### src/rtl/rx_desc_ring.sv
module rx_desc_ring #(
  parameter int AW = 32,
  parameter int CW = 16,
  parameter int LW = 16,
  parameter logic [AW-1:0] RST_BASE = '0,
  parameter logic [AW-1:0] RST_LEN = AW'(8)
) (
  input  logic          clk,
  input  logic          rst_n,
  input  logic          enable,
  input  logic          cfg_we,
  input  logic [1:0]    cfg_sel,
  input  logic [AW-1:0] cfg_wdata,
  output logic          mem_req,
  output logic [AW-1:0] mem_addr,
  input  logic          mem_rvalid,
  input  logic [31:0]   mem_rdata,
  output logic          buf_valid,
  input  logic          buf_ready,
  output logic [AW-1:0] buf_addr,
  output logic [LW-1:0] buf_len,
  output logic [30-LW:0] buf_index,
  output logic          buf_nsof,
  output logic [CW-1:0] avail_cnt
);
  typedef enum logic [1:0] {S_IDLE, S_W0, S_W1, S_OFFER} st_t;

  st_t            st;
  logic [AW-1:0]  base_q, len_q, cur_q;
  logic [CW-1:0]  avail_q;
  logic [AW-1:2]  word0_q;
  logic [31:0]    word1_q;

  wire cfg_ok  = cfg_we && !enable && st == S_IDLE;
  wire wr_base = cfg_ok && cfg_sel == 2'd0;
  wire wr_len  = cfg_ok && cfg_sel == 2'd1;
  wire wr_cur  = cfg_ok && cfg_sel == 2'd2;
  wire enq     = cfg_we && cfg_sel == 2'd3;
  wire start   = st == S_IDLE && enable && avail_q != '0;
  wire got_w0  = st == S_W0 && mem_rvalid;
  wire done    = st == S_W1 && mem_rvalid;

  wire [AW-1:0] off_next = (cur_q - base_q + AW'(8)) & (len_q - AW'(1));
  wire [AW-1:0] cur_next = base_q + off_next;

  always_ff @(posedge clk) begin
    if (!rst_n) begin
      st      <= S_IDLE;
      base_q  <= {RST_BASE[AW-1:2], 2'b00};
      cur_q   <= {RST_BASE[AW-1:2], 2'b00};
      len_q   <= RST_LEN;
      avail_q <= '0;
      word0_q <= '0;
      word1_q <= '0;
    end else begin
      if (wr_base) base_q <= {cfg_wdata[AW-1:2], 2'b00};
      if (wr_len)  len_q  <= cfg_wdata;
      if (done)        cur_q <= cur_next;
      else if (wr_cur) cur_q <= {cfg_wdata[AW-1:2], 2'b00};
      avail_q <= avail_q + (enq ? cfg_wdata[CW-1:0] : '0) - CW'(done);
      if (got_w0) word0_q <= mem_rdata[AW-1:2];
      if (done)   word1_q <= mem_rdata;
      case (st)
        S_IDLE:  if (start) st <= S_W0;
        S_W0:    if (mem_rvalid) st <= S_W1;
        S_W1:    if (mem_rvalid) st <= (mem_rdata[LW-1:0] == '0) ? S_IDLE : S_OFFER;
        S_OFFER: if (buf_ready) st <= S_IDLE;
        default: st <= S_IDLE;
      endcase
    end
  end

  assign mem_req   = st == S_W0 || st == S_W1;
  assign mem_addr  = (st == S_W1) ? cur_q + AW'(4) : cur_q;
  assign buf_valid = st == S_OFFER;
  assign buf_addr  = {word0_q, 2'b00};
  assign buf_len   = word1_q[LW-1:0];
  assign buf_index = word1_q[30:LW];
  assign buf_nsof  = word1_q[31];
  assign avail_cnt = avail_q;
endmodule

### config.mk
export PLATFORM = sky130hd
export DESIGN_NAME = rx_desc_ring
export DESIGN_NICKNAME = d
export VERILOG_FILES = /design/src/rtl/rx_desc_ring.sv
export SDC_FILE = /design/constraint.sdc
export NUM_CORES = 1
export LEC_CHECK = 0
export CORE_MARGIN = 3
export CORE_UTILIZATION = 28
export CTS_CLUSTER_SIZE = 16
export DETAILED_ROUTE_END_ITERATION = 8
export PLACE_DENSITY = 0.58
export RECOVER_POWER = 25
export REMOVE_ABC_BUFFERS = 1
export SYNTH_ARGS = -nofsm -noshare
export SYNTH_HDL_FRONTEND = slang
export SYNTH_SLANG_ARGS = --single-unit
### constraint.sdc
create_clock -name clk -period 4.3 [get_ports clk]
set_input_delay 0.645 -clock clk [delete_from_list [all_inputs] [get_ports clk]]
set_output_delay 0.645 -clock clk [all_outputs]
set_load 0.01 [all_outputs]
## Word-level counts from Yosys, hierarchy flattened

Cells that the tools add are included.

- Flip-flop bits (word level): 174
- Input port bits: 72
- Output and inout port bits: 114
- Logic and storage cells: 53

- Add/subtract/negate cells: 7
- Bitwise operators: 1
- Reduce and logical (&&, ||, !) cells: 18
- Equality and inequality tests: 10
- Mux-type cells: 10

Operators by type and width:

| kind | number |
|---|---|
| two-way mux 32 bit | 3 |
| adder 32 x 3 -> 32 bit, second input constant | 1 |
| adder 32 bit | 1 |
| adder 32 x 4 -> 32 bit, second input constant | 1 |
| AND 32 bit | 1 |
| subtractor 32 x 1 -> 32 bit, second input constant | 1 |
| subtractor 32 bit | 1 |
| adder 16 bit | 1 |
| logical NOT 16 bit | 1 |
| two-way mux 16 bit | 1 |
| nonzero test 16 bit | 1 |
| subtractor 16 x 1 -> 16 bit | 1 |
| logical AND 1 bit | 10 |
| two-way mux 2 bit | 5 |
| equality test 2 bit, second input constant | 4 |
| case mux 2 bit (4 select lines) | 1 |
| inequality test 2 bit, second input constant | 3 |
| equality test 2 x 1 -> 1 bit, second input constant | 2 |
| logical NOT 2 bit | 2 |
| AND reduction 4 bit | 1 |
| inequality test 2 x 1 -> 1 bit, second input constant | 1 |
| nonzero test 2 bit | 1 |
| logical NOT 1 bit | 1 |
| logical OR 1 bit | 1 |

## Longest topological paths before layout

Gate-level depths: netlist of run 1.

- Depth in word-level cells: 6
- Depth in mapped cells: 23
- Gate-level depth less buffers: 23

## Worst setup path after synthesis of run 1

Ideal clock, no wire load.

- Kind: reg2reg
- Start: register cur_q[3]
- End: register cur_q[30]
- Path buffers: 0
- Period minus slack after synthesis: 4.754 ns
- Cell stages (with the launch flop): 24
- Data arrival time: 4.640 ns
- Slack: -0.454 ns
- Setup time: 0.114 ns
- Required time: 4.186 ns
- Path through: dfxtp_1 -> inv_1 -> ha_1 -> inv_1 -> ha_1 -> o21a_1 -> o31a_1 -> o31a_1 -> o41a_1 -> a21bo_2 -> a21oi_1 -> o21ai_0 -> xnor2_1 -> nor2_1 -> ha_1 -> and4_1 -> o2111a_1 -> nand2_1 -> o211ai_1 -> a31oi_1 -> o21ai_1 -> nand3_1 -> and3_1 -> a2111oi_0

- Longest elaborated chain between the ends: 5

RTL lines:

| element | RTL line | text |
|---|---|---|
| from (decl) | 29 | `logic [AW-1:0] base_q, len_q, cur_q;` |
| from (signal assigned) | 50 | `cur_q <= {RST_BASE[AW-1:2], 2'b00};` |
| from (signal assigned) | 58 | `if (done) cur_q <= cur_next;` |
| from (signal assigned) | 59 | `else if (wr_cur) cur_q <= {cfg_wdata[AW-1:2], 2'b00};` |
| subtractor 32 bit | 43 | `wire [AW-1:0] off_next = (cur_q - base_q + AW'(8)) & (len_q - AW'(1));` |
| adder 32 x 4 -> 32 bit | 43 |  |
| AND 32 bit | 43 |  |
| adder 32 bit | 44 | `wire [AW-1:0] cur_next = base_q + off_next;` |
| two-way mux 32 bit | 58 |  |

No other way between the ends.
A chain may end at the register's enable or synchronous reset.

## Worst setup path after layout of run 1

- Start: register cur_q[3]
- End: register cur_q[27]

The elaborated chain is that of the path after synthesis.

==> flow_summary.toml, run 1 <==
[outcome]
outcome = "finished, violations left"
violations = "max-capacitance violations, max-slew violations, negative setup slack"

[yosys]
synth_area_per_cell_um2 = 7.36
yosysTopAreaCell = "dfxtp_1"
synth_cell_types = 63
ys_seq_area_share_pct = 29.4
synth_edf_count = 0
synth.area.top_cells = "dfxtp_1 29%, ha_1 13%, nand2_1 12%"
synth_area_um2 = 11900
ys.flop_type = "dfxtp_1"
synth_top_area_share_pct = 29.4
synthArstFlopShare_pct = 0
ys_seq_elements = 174
synthCells = 1611
yosysWarnings = 0

[setup_path]
crit_arrival_ps = 5270
path_buf_inv = 6
r2r_setup_slack_ps = -610
crit_required_ps = 4660
start_kind = "flip-flop"
path_class = "reg2reg"
cp_slowest_cell = "o41a_1"
critical_path.max_stage_delay_ps = 500
crit_path_frequent_cell = "buf_4"
crit_family = "compound AO/OA/AOI/OAI gates"
setup.worst_path.end_class = "flip-flop"
crit_fanout = 4

[grt]
gr-total-overflow = 0
grt_usage_pct = 18.3
grt_pass1_wl_um = 65000
grt_max_degree = 64
grt_pass1_vias = 11900
antenna_found_initial = 3

[clock_tree]
cts_sinks = 174
root_buffer = "clkbuf_16"
path_clk_slew_ps = 80
cts_buffer_depth = 2
cts_tree = "built"
cts_hold_repair.buffers = 0
cts-buffers-inserted = 17
h-tree-depth = 4
clk_latency_ps = 440

[place]
globalplace.congestion = 1.04
hpwl_um = 30900
placement.io_buffers = 183

[pwr]
peakVddDrop_uv = 267
p_sw_w = 0.00326
seqPwrFrac_pct = 24.3
combinationalPowerShare_pct = 55.5
powerDensity_nw_per_um2 = 492
p_int_w = 0.00486
power.share.clock_pct = 20.2
swShare_pct = 40.1
leakagePower_nw = 6.82

[floorplan]
die-area_um2 = 44800
die_h_um = 212
chipWidth_um = 212
fp.coreArea_um2 = 41300
start_util_pct = 28.7
ios = 186
fp-row-count = 74

[final_layout]
fillers = 4218
area_growth_syn_to_layout_pct = 39.2
nNetsFinal = 2123
n_antenna_cell = 0
utilization_pct = 39.9
final_common_cell = "nand2_1"
layout-drive-gt1-share_pct = 15.4
layout_common_cells = "381 x nand2_1, 179 x a21oi_1, 170 x dfxtp_1"

[timing]
setup_tns_ps = -6910
setup_violations = 16
slew_violations = 33
worst_slew_pin_slew_ps = 1850
period_share_pct = 114
slew_headroom_pct = -23.1
hold_viol_final = 0
rsz0062_at_grt = "true"
clock_skew_ps = 11.9
fmax_mhz = 204
period_minus_slack_ps = 4910
setup_slack_ps = -612

[detailed_routing]
via_per_inst = 4.93
drt_iter0_markers = 777
ant_nets = 0
wl_per_cell_um = 16.9
vias = 12200
drt_wl_total_um = 41700
drc = 0
drt_first_pass_iters = 5

[run]
maxCapViolCount = 1

[hold_path]
worst_hold_path_type = "reg2reg"
-- layout make-up --
| cell class | count | area [um^2] | area share (%) |
|---|---|---|---|
| tap | 532 | 666 | 4.04 |
| clock buffer | 18 | 439 | 2.66 |
| sequential | 174 | 3490 | 21.1 |
| multi-input combinational | 1263 | 8130 | 49.3 |
| clock inverter | 14 | 155 | 0.941 |
| inverter | 109 | 412 | 2.50 |
| timing repair buffer | 359 | 3210 | 19.4 |
-- repair_timing --
action                                  4_1_cts  5_1_grt
endpoints found under the setup margin       20       21
pin swaps                                    53       40
gates resized for setup                      55       41
cloned                                        0        0
buffers inserted                             11        6
-- synthesized netlist by cell type (6+ instances only) --
master / number
nor4_1: 14
nor2_1: 111
clkbuf_1: 58
and3_1: 18
o21a_1: 12
o21bai_1: 6
xnor2_1: 66
xor2_1: 46
a311oi_1: 21
nand3_1: 21
inv_1: 108
nand2_1: 384
a21oi_1: 188
a211oi_1: 10
ha_1: 125
nor2b_1: 7
nand2b_1: 13
o211ai_1: 6
nand4_1: 15
a31oi_1: 8
dfxtp_1: 174
a21o_1: 24
or3_1: 14
and2_1: 7
nor3_1: 30
o21ai_0: 46
-- power groups by stage --
stage	combinational [W]	sequential (W)	clock, W
after CTS	0.00442	0.00198	0.00168
after detailed placement	0.00421	0.00201	0
after global routing	0.00497	0.00200	0.00174
after global placement	0.00417	0.00201	0
after floorplan	0.00262	0.00205	0
final	0.00450	0.00197	0.00164
-- worst paths after layout --
kind | from | endpoint | cells after the start
setup reg to reg | cur_q[3]$_SDFFE_PN0P_ | cur_q[27]$_SDFFE_PN0P_ | 26
setup / recovery | cur_q[3]$_SDFFE_PN0P_ | cur_q[27]$_SDFFE_PN0P_ | 26
hold reg to reg | cur_q[0]$_SDFFE_PN0P_ | cur_q[0]$_SDFFE_PN0P_ | 2
hold / removal | cur_q[0]$_SDFFE_PN0P_ | cur_q[0]$_SDFFE_PN0P_ | 2
-- worst min-delay path: cells and delay by family (launching register included) --
kind,cells,cell delay (ps)
AO/OA/AOI/OAI,1,60
AND/OR/NAND/NOR,1,40
flip-flops,1,310
-- per-stage QoR --
step           instances  cell area, um^2  hold WS [ps]  worst slack [ps]  power (W)
3_3_place_gp        2421            15300           437              -595    0.00618
6_report            2469            16500           448              -612    0.00812
2_1_floorplan       1546            11600           444              -826    0.00467
4_1_cts             2464            16300           456              -436    0.00808
5_1_grt             2469            16500           470              -806    0.00871
3_5_place_dp        2421            15300           446              -732    0.00622
-- sequential cells by signal (all words and copies together), names as in the netlist --
signal	flops
base_q	30
cur_q	32
avail_cnt	16
st	2
word0_q	30
word1_q	32
len_q	32
-- layer usage --
metal / wire, um / share of wire, % / track usage, % / vias to the layer above
met4: 693 / 1.7 / 4.60 / 6
li1: - / - / - / 6122
met5: 53 / 0.13 / 0 / -
met3: 2880 / 6.9 / 4.42 / 37
met1: 18800 / 45 / 24.1 / 5676
met2: 19200 / 46 / 30.2 / 339
-- logic make-up after synthesis --
group                    after synthesis  share of synthesized area, %
AND/OR/NAND/NOR                      658                          24.5
AO/OA/AOI/OAI                        363                          18.5
buffers and inverters                175                          5.67
flip-flops                           174                          29.4
adder cells (fa/ha/maj)              127                          13.5
XOR/XNOR                             112                          8.28
other                                  1                        0.0316
multiplexers                           1                        0.0845
No activity file was read; power rests on OpenSTA's default activity.
==> run 2, diff against run 1 <==
--- a/config.mk
+++ b/config.mk
@@ -10,5 +10,6 @@
 export CTS_CLUSTER_SIZE = 16
 export DETAILED_ROUTE_END_ITERATION = 8
-export PLACE_DENSITY = 0.58
+export DONT_BUFFER_PORTS = 1
+export PLACE_DENSITY = 0.52
 export RECOVER_POWER = 25
 export REMOVE_ABC_BUFFERS = 1
==> constraint.sdc (replaced) <==
create_clock -name clk -period 4.3 [get_ports clk]
set_input_delay 0.645 -clock clk [delete_from_list [all_inputs] [get_ports clk]]
set_output_delay 0.645 -clock clk [all_outputs]
set_load 0.02 [all_outputs]
==> run 2 against run 1 <==
  * Critical path type unchanged
  * Sequential power increased by 10%
  * First-iteration DRC count is 16% lower
  * Global-route usage down 0.47 points
  * Non-clock buffer count decreased by 181
  * Clock power is 5% higher
  * The run ends with negative setup slack left
  * Design area is 11% lower
  * Count of clock-buffer cells in the layout is 1 higher
  * Worst setup slack improved by 170 ps
==> flow_summary.toml, run 2 (synthesis results as in run 1) <==
[setup_path]
crit_arrival_ps = 5090
critical_path.max_stage_delay_ps = 400
worstPathCellList = "inv_2, ha_4, ha_4, nor2_2, o31a_1, o31a_1, o41a_1, a21bo_2, a21oi_4, o21ai_2, xnor2_1, nor2_1, ha_1, and4_4, o2111a_1, nand2_1, o211ai_1, a31oi_2, o21ai_2, buf_6, xor2_1, nor2_1, a311oi_1"
r2r-end = "cur_q[26]$_SDFFE_PN0P_"
r2r_setup_slack_ps = -440
crit_fanout = 4
crit_required_ps = 4650
r2r_cells = 23
cp_slowest_cell = "o41a_1"
setup.worst_path.end_class = "flip-flop"
timing.rr.start = "base_q[2]$_SDFFE_PN0P_"
path_class = "reg2reg"
start_kind = "flip-flop"

[timing]
clock_skew_ps = 7.39
period_minus_slack_ps = 4740
worst_slew_pin_slew_ps = 1170
rsz0062_at_grt = "true"
setup_slack_ps = -439
period_share_pct = 110
slew_violations = 0
setup_tns_ps = -5060
fmax_mhz = 211
setup_violations = 16
hold_viol_final = 0
slew_headroom_pct = 22.0

[floorplan]
die_h_um = 212
fp-row-count = 74
fp.coreArea_um2 = 41300
ios = 186
start_util_pct = 28.7
die-area_um2 = 44800
chipWidth_um = 212

[clock_tree]
cts-buffers-inserted = 17
root_buffer = "clkbuf_16"
cts_tree = "built"
clk_latency_ps = 440
h-tree-depth = 4
path_clk_slew_ps = 70
cts_sinks = 174
cts_buffer_depth = 2

[pwr]
power_w = 0.00795
peakVddDrop_uv = 210
leakagePower_nw = 6.12
powerDensity_nw_per_um2 = 539

[final_layout]
area_growth_syn_to_layout_pct = 24.5
nNetsFinal = 1942
layout_common_cells = "382 x nand2_1, 176 x a21oi_1, 169 x dfxtp_1"
final_cell_area_um2 = 14700
layout-drive-gt1-share_pct = 16.9
reg.largest.list = "cur_q (32), len_q (32), word1_q (32)"
n_antenna_cell = 0
final_common_cell = "nand2_1"

[detailed_routing]
via_per_inst = 5.01
drc = 0
wl_per_cell_um = 17.8
ant_nets = 0
drt_first_pass_iters = 5
drt_iter0_markers = 653
drt_wl_total_um = 40700
vias = 11500

[place]
globalplace.congestion = 0.996
place_ws_ps = -756
placed_cell_area_um2 = 13500
hpwl_um = 30400
placement.io_buffers = 0

[outcome]
outcome = "finished, violations left"
violations = "negative setup slack"

[grt]
gr-total-overflow = 0
antenna_found_initial = 0
grt_usage_pct = 17.8
grt_max_degree = 72
grt_pass1_wl_um = 62600
grt_pass1_vias = 11300

[hold_path]
worst_hold_path_type = "in2reg"
hold_end = "len_q[3]$_SDFFE_PN1P_"
whs_path_depth = 1
hold_start = "rst_n"

[run]
maxCapViolCount = 0
==> run 2: critical path, delay by kind of cell (launching register included) <==
family | cells | cell delay [ps]
AO/OA/AOI/OAI | 11 | 2530
XOR/XNOR | 2 | 320
adder cells (fa/ha/maj) | 3 | 810
buffers and inverters | 2 | 170
flip-flops | 1 | 330
AND/OR/NAND/NOR | 5 | 470
==> run 2: where the power goes <==
group	leakage, nW	internal, W	switching [W]
Sequential	1.41	0.00182	0.000352
Combinational	4.40	0.00185	0.00221
Clock	0.310	0.00101	0.000711
==> run 2: final cells by class <==
class                   instances  area [um^2]
multi-input cells            1263         8160
fillers                      4330        26500
inverters                     109          412
clock buffers                  19          453
flip-flops and latches        174         3490
well taps                     532          666
repair buffers                178         1390
clock inverters                12          185
==> run 2: stage by stage <==
stage,std cells,util [%],hold slack [ps]
CTS,2284,35.3,247
floorplan,1546,-,444
global placement,2239,32.7,466
finish,2287,35.7,281
global route,2287,35.7,265
detailed placement,2239,32.7,466
==> run 2: layer usage <==
layer	routed length, um	global-route usage (%)	up-vias
met1	18400	23.0	5350
li1	-	-	5752
met5	0	0	-
met2	18500	28.9	315
met3	3040	4.85	46
met4	791	5.73	0
==> run 2: worst max path at each step <==
stage | cells after the start | slack, ps | endpoint | startpoint
floorplan | 18 | -830 | avail_cnt[12]$_SDFF_PN0_ | st[0]$_SDFFE_PN0P_
global placement | 23 | -660 | cur_q[25]$_SDFFE_PN0P_ | cur_q[3]$_SDFFE_PN0P_
detailed placement | 23 | -760 | cur_q[25]$_SDFFE_PN0P_ | cur_q[3]$_SDFFE_PN0P_
CTS | 23 | -460 | cur_q[28]$_SDFFE_PN0P_ | base_q[2]$_SDFFE_PN0P_
global route | 23 | -720 | cur_q[30]$_SDFFE_PN0P_ | cur_q[3]$_SDFFE_PN0P_
finish | 23 | -440 | cur_q[26]$_SDFFE_PN0P_ | base_q[2]$_SDFFE_PN0P_
==> run 2: timing repair <==
action / in CTS / in global routing
pin swaps: 70 / 19
resized for setup: 75 / 27
buffers inserted: 16 / 3
setup endpoints to repair: 20 / 21
hold buffers: 0 / 0
endpoints found under the hold margin: 0 / 0
==> run 3, diff against run 2 <==
--- a/config.mk
+++ b/config.mk
@@ -6,5 +6,5 @@
 export NUM_CORES = 1
 export LEC_CHECK = 0
-export CORE_MARGIN = 3
+export CORE_MARGIN = 2
 export CORE_UTILIZATION = 28
 export CTS_CLUSTER_SIZE = 16
==> constraint.sdc (replaced) <==
create_clock -name clk -period 4.3 [get_ports clk]
set_input_delay 0.645 -clock clk [delete_from_list [all_inputs] [get_ports clk]]
set_output_delay 0.645 -clock clk [all_outputs]
set_load 0.005 [all_outputs]
==> run 3 against run 2 <==
  * The run still ends with negative setup slack left
  * Count of clock-buffer cells in the layout up 4
  * Critical endpoint unchanged
  * Combinational power is 2% lower
  * Sequential power is 6% lower
  * Die area is 1.9% lower
  * Critical path depth stayed put
  * Critical path type unchanged
  * Non-clock buffer count decreased by 13
  * Design area fell by 1.4%
==> flow_summary.toml, run 3 (synthesis results as in run 1) <==
[floorplan]
die-area_um2 = 44000
fp.coreArea_um2 = 41900
chipWidth_um = 210
start_util_pct = 28.3
fp-row-count = 75
ios = 186
die_h_um = 210

[setup_path]
timing.rr.start = "base_q[2]$_SDFFE_PN0P_"
crit_path_end = "cur_q[26]$_SDFFE_PN0P_"
crit_fanout = 4
r2r_cells = 23
path_class = "reg2reg"
r2r_setup_slack_ps = -390
start_kind = "flip-flop"
crit_arrival_ps = 5040
crit_start = "base_q[2]$_SDFFE_PN0P_"
setup.worst_path.end_class = "flip-flop"
r2r-end = "cur_q[26]$_SDFFE_PN0P_"
crit_required_ps = 4650

[place]
hpwl_um = 30900
place_ws_ps = -705
placement.io_buffers = 0
globalplace.congestion = 0.881
placed_cell_area_um2 = 13500

[final_layout]
n_antenna_cell = 0
fillers = 4435
reg.largest.list = "cur_q (32), len_q (32), word1_q (32)"
layout_common_cells = "381 x nand2_1, 175 x a21oi_1, 171 x dfxtp_1"
final_cell_area_um2 = 14500
area_growth_syn_to_layout_pct = 22.7
final_common_cell = "nand2_1"
layout-drive-gt1-share_pct = 16.1
nNetsFinal = 1929

[detailed_routing]
drc = 0
drt_wl_total_um = 41200
drt_first_pass_iters = 5
vias = 11500
wl_per_cell_um = 18.0
ant_nets = 0
drt_iter0_markers = 757
via_per_inst = 5.05

[grt]
antenna_found_initial = 0
gr-total-overflow = 0
grt_max_degree = 82
grt_pass1_vias = 11500
grt_usage_pct = 18.6
grt_pass1_wl_um = 63400

[clock_tree]
root_buffer = "clkbuf_16"
cts-buffers-inserted = 17
path_clk_slew_ps = 80
cts_sinks = 174
h-tree-depth = 4
cts_hold_repair.buffers = 0
cts_buffer_depth = 2
cts_tree = "built"
clk_latency_ps = 450

[pwr]
seqPwrFrac_pct = 26.8
peakVddDrop_uv = 330
leakagePower_nw = 5.95
swShare_pct = 40.8
power.share.clock_pct = 20.6
powerDensity_nw_per_um2 = 520
p_int_w = 0.00448
p_sw_w = 0.00308
combinationalPowerShare_pct = 52.7

[timing]
clock_skew_ps = 13.6
hold_viol_final = 0
setup_slack_ps = -389
rsz0062_at_grt = "true"
period_share_pct = 109
fmax_mhz = 213
worst_slew_pin_slew_ps = 1190
hold_slack_ps = 259
slew_headroom_pct = 20.5
setup_violations = 12
period_minus_slack_ps = 4690
slew_violations = 0

[run]
maxCapViolCount = 0

[outcome]
violations = "negative setup slack"
outcome = "finished, violations left"

[hold_path]
worst_hold_path_type = "in2reg"
==> run 3: through the flow <==
step / setup TNS [ps] / utilization [%] / instances / total power [W]
4_1_cts: -3940 / 34.3 / 2277 / 0.00753
2_1_floorplan: -11010 / - / 1546 / 0.00460
6_report: -3550 / 34.7 / 2281 / 0.00757
5_1_grt: -7120 / 34.7 / 2281 / 0.00810
3_5_place_dp: -8630 / 32.2 / 2244 / 0.00578
3_3_place_gp: -7630 / 32.2 / 2244 / 0.00575
==> run 3: worst max-delay path: stages (launching register included) <==
cell	delay, ps
dfxtp_2	330
inv_2	40
ha_4	220
ha_4	260
nor2_2	40
o31a_1	330
o31a_1	320
o41a_1	410
a21bo_2	230
a21oi_2	130
buf_4	120
xor2_1	150
nor2_1	70
ha_1	300
and4_1	210
o2111a_1	210
nand2_1	60
o211ai_1	240
a31oi_2	180
o21ai_2	200
buf_4	150
xor2_1	140
nor2_1	50
a311oi_1	210
==> run 3: metal layers <==
layer,GRT usage (%),part of all wire (%),up-vias
met4,6.51,2.2,0
met3,4.25,6.4,49
met2,30.2,46,306
li1,-,-,5726
met5,0,0,-
met1,24.3,46,5448
==> run 3: worst min path at each step <==
stage / end / slack (ps) / startpoint / cells after the start
5_1_grt: len_q[3]$_SDFFE_PN1P_ / 250 / rst_n / 1
3_5_place_dp: word0_q[22]$_SDFFE_PN0P_ / 470 / word0_q[22]$_SDFFE_PN0P_ / 2
3_3_place_gp: cur_q[0]$_SDFFE_PN0P_ / 460 / cur_q[0]$_SDFFE_PN0P_ / 2
4_1_cts: len_q[3]$_SDFFE_PN1P_ / 240 / rst_n / 1
6_report: len_q[3]$_SDFFE_PN1P_ / 260 / rst_n / 1
2_1_floorplan: len_q[17]$_SDFFE_PN0P_ / 440 / len_q[17]$_SDFFE_PN0P_ / 2
==> run 3: final cells by class <==
type                    count  area [um^2]  share of cell area (%)
flip-flops and latches    174         3490                    24.0
multi-input cells        1263         8150                    56.1
clock inverters             8         82.6                   0.568
repair buffers            165         1260                    8.65
well taps                 539          674                    4.64
clock buffers              23          478                    3.29
inverters                 109          412                    2.83
==> run 3: what timing repair did <==
action	CTS	global route
endpoints found under the setup margin	19	22
resized for setup	65	28
pin swaps	64	32
buffers inserted	5	5
==> run 3: power groups by stage <==
stage | Combinational, W | Sequential (W) | Clock (W)
final | 0.00398 | 0.00203 | 0.00156
after global routing | 0.00441 | 0.00205 | 0.00165
after CTS | 0.00391 | 0.00203 | 0.00159
after detailed placement | 0.00372 | 0.00206 | 0
after global placement | 0.00369 | 0.00206 | 0
after floorplan | 0.00259 | 0.00200 | 0
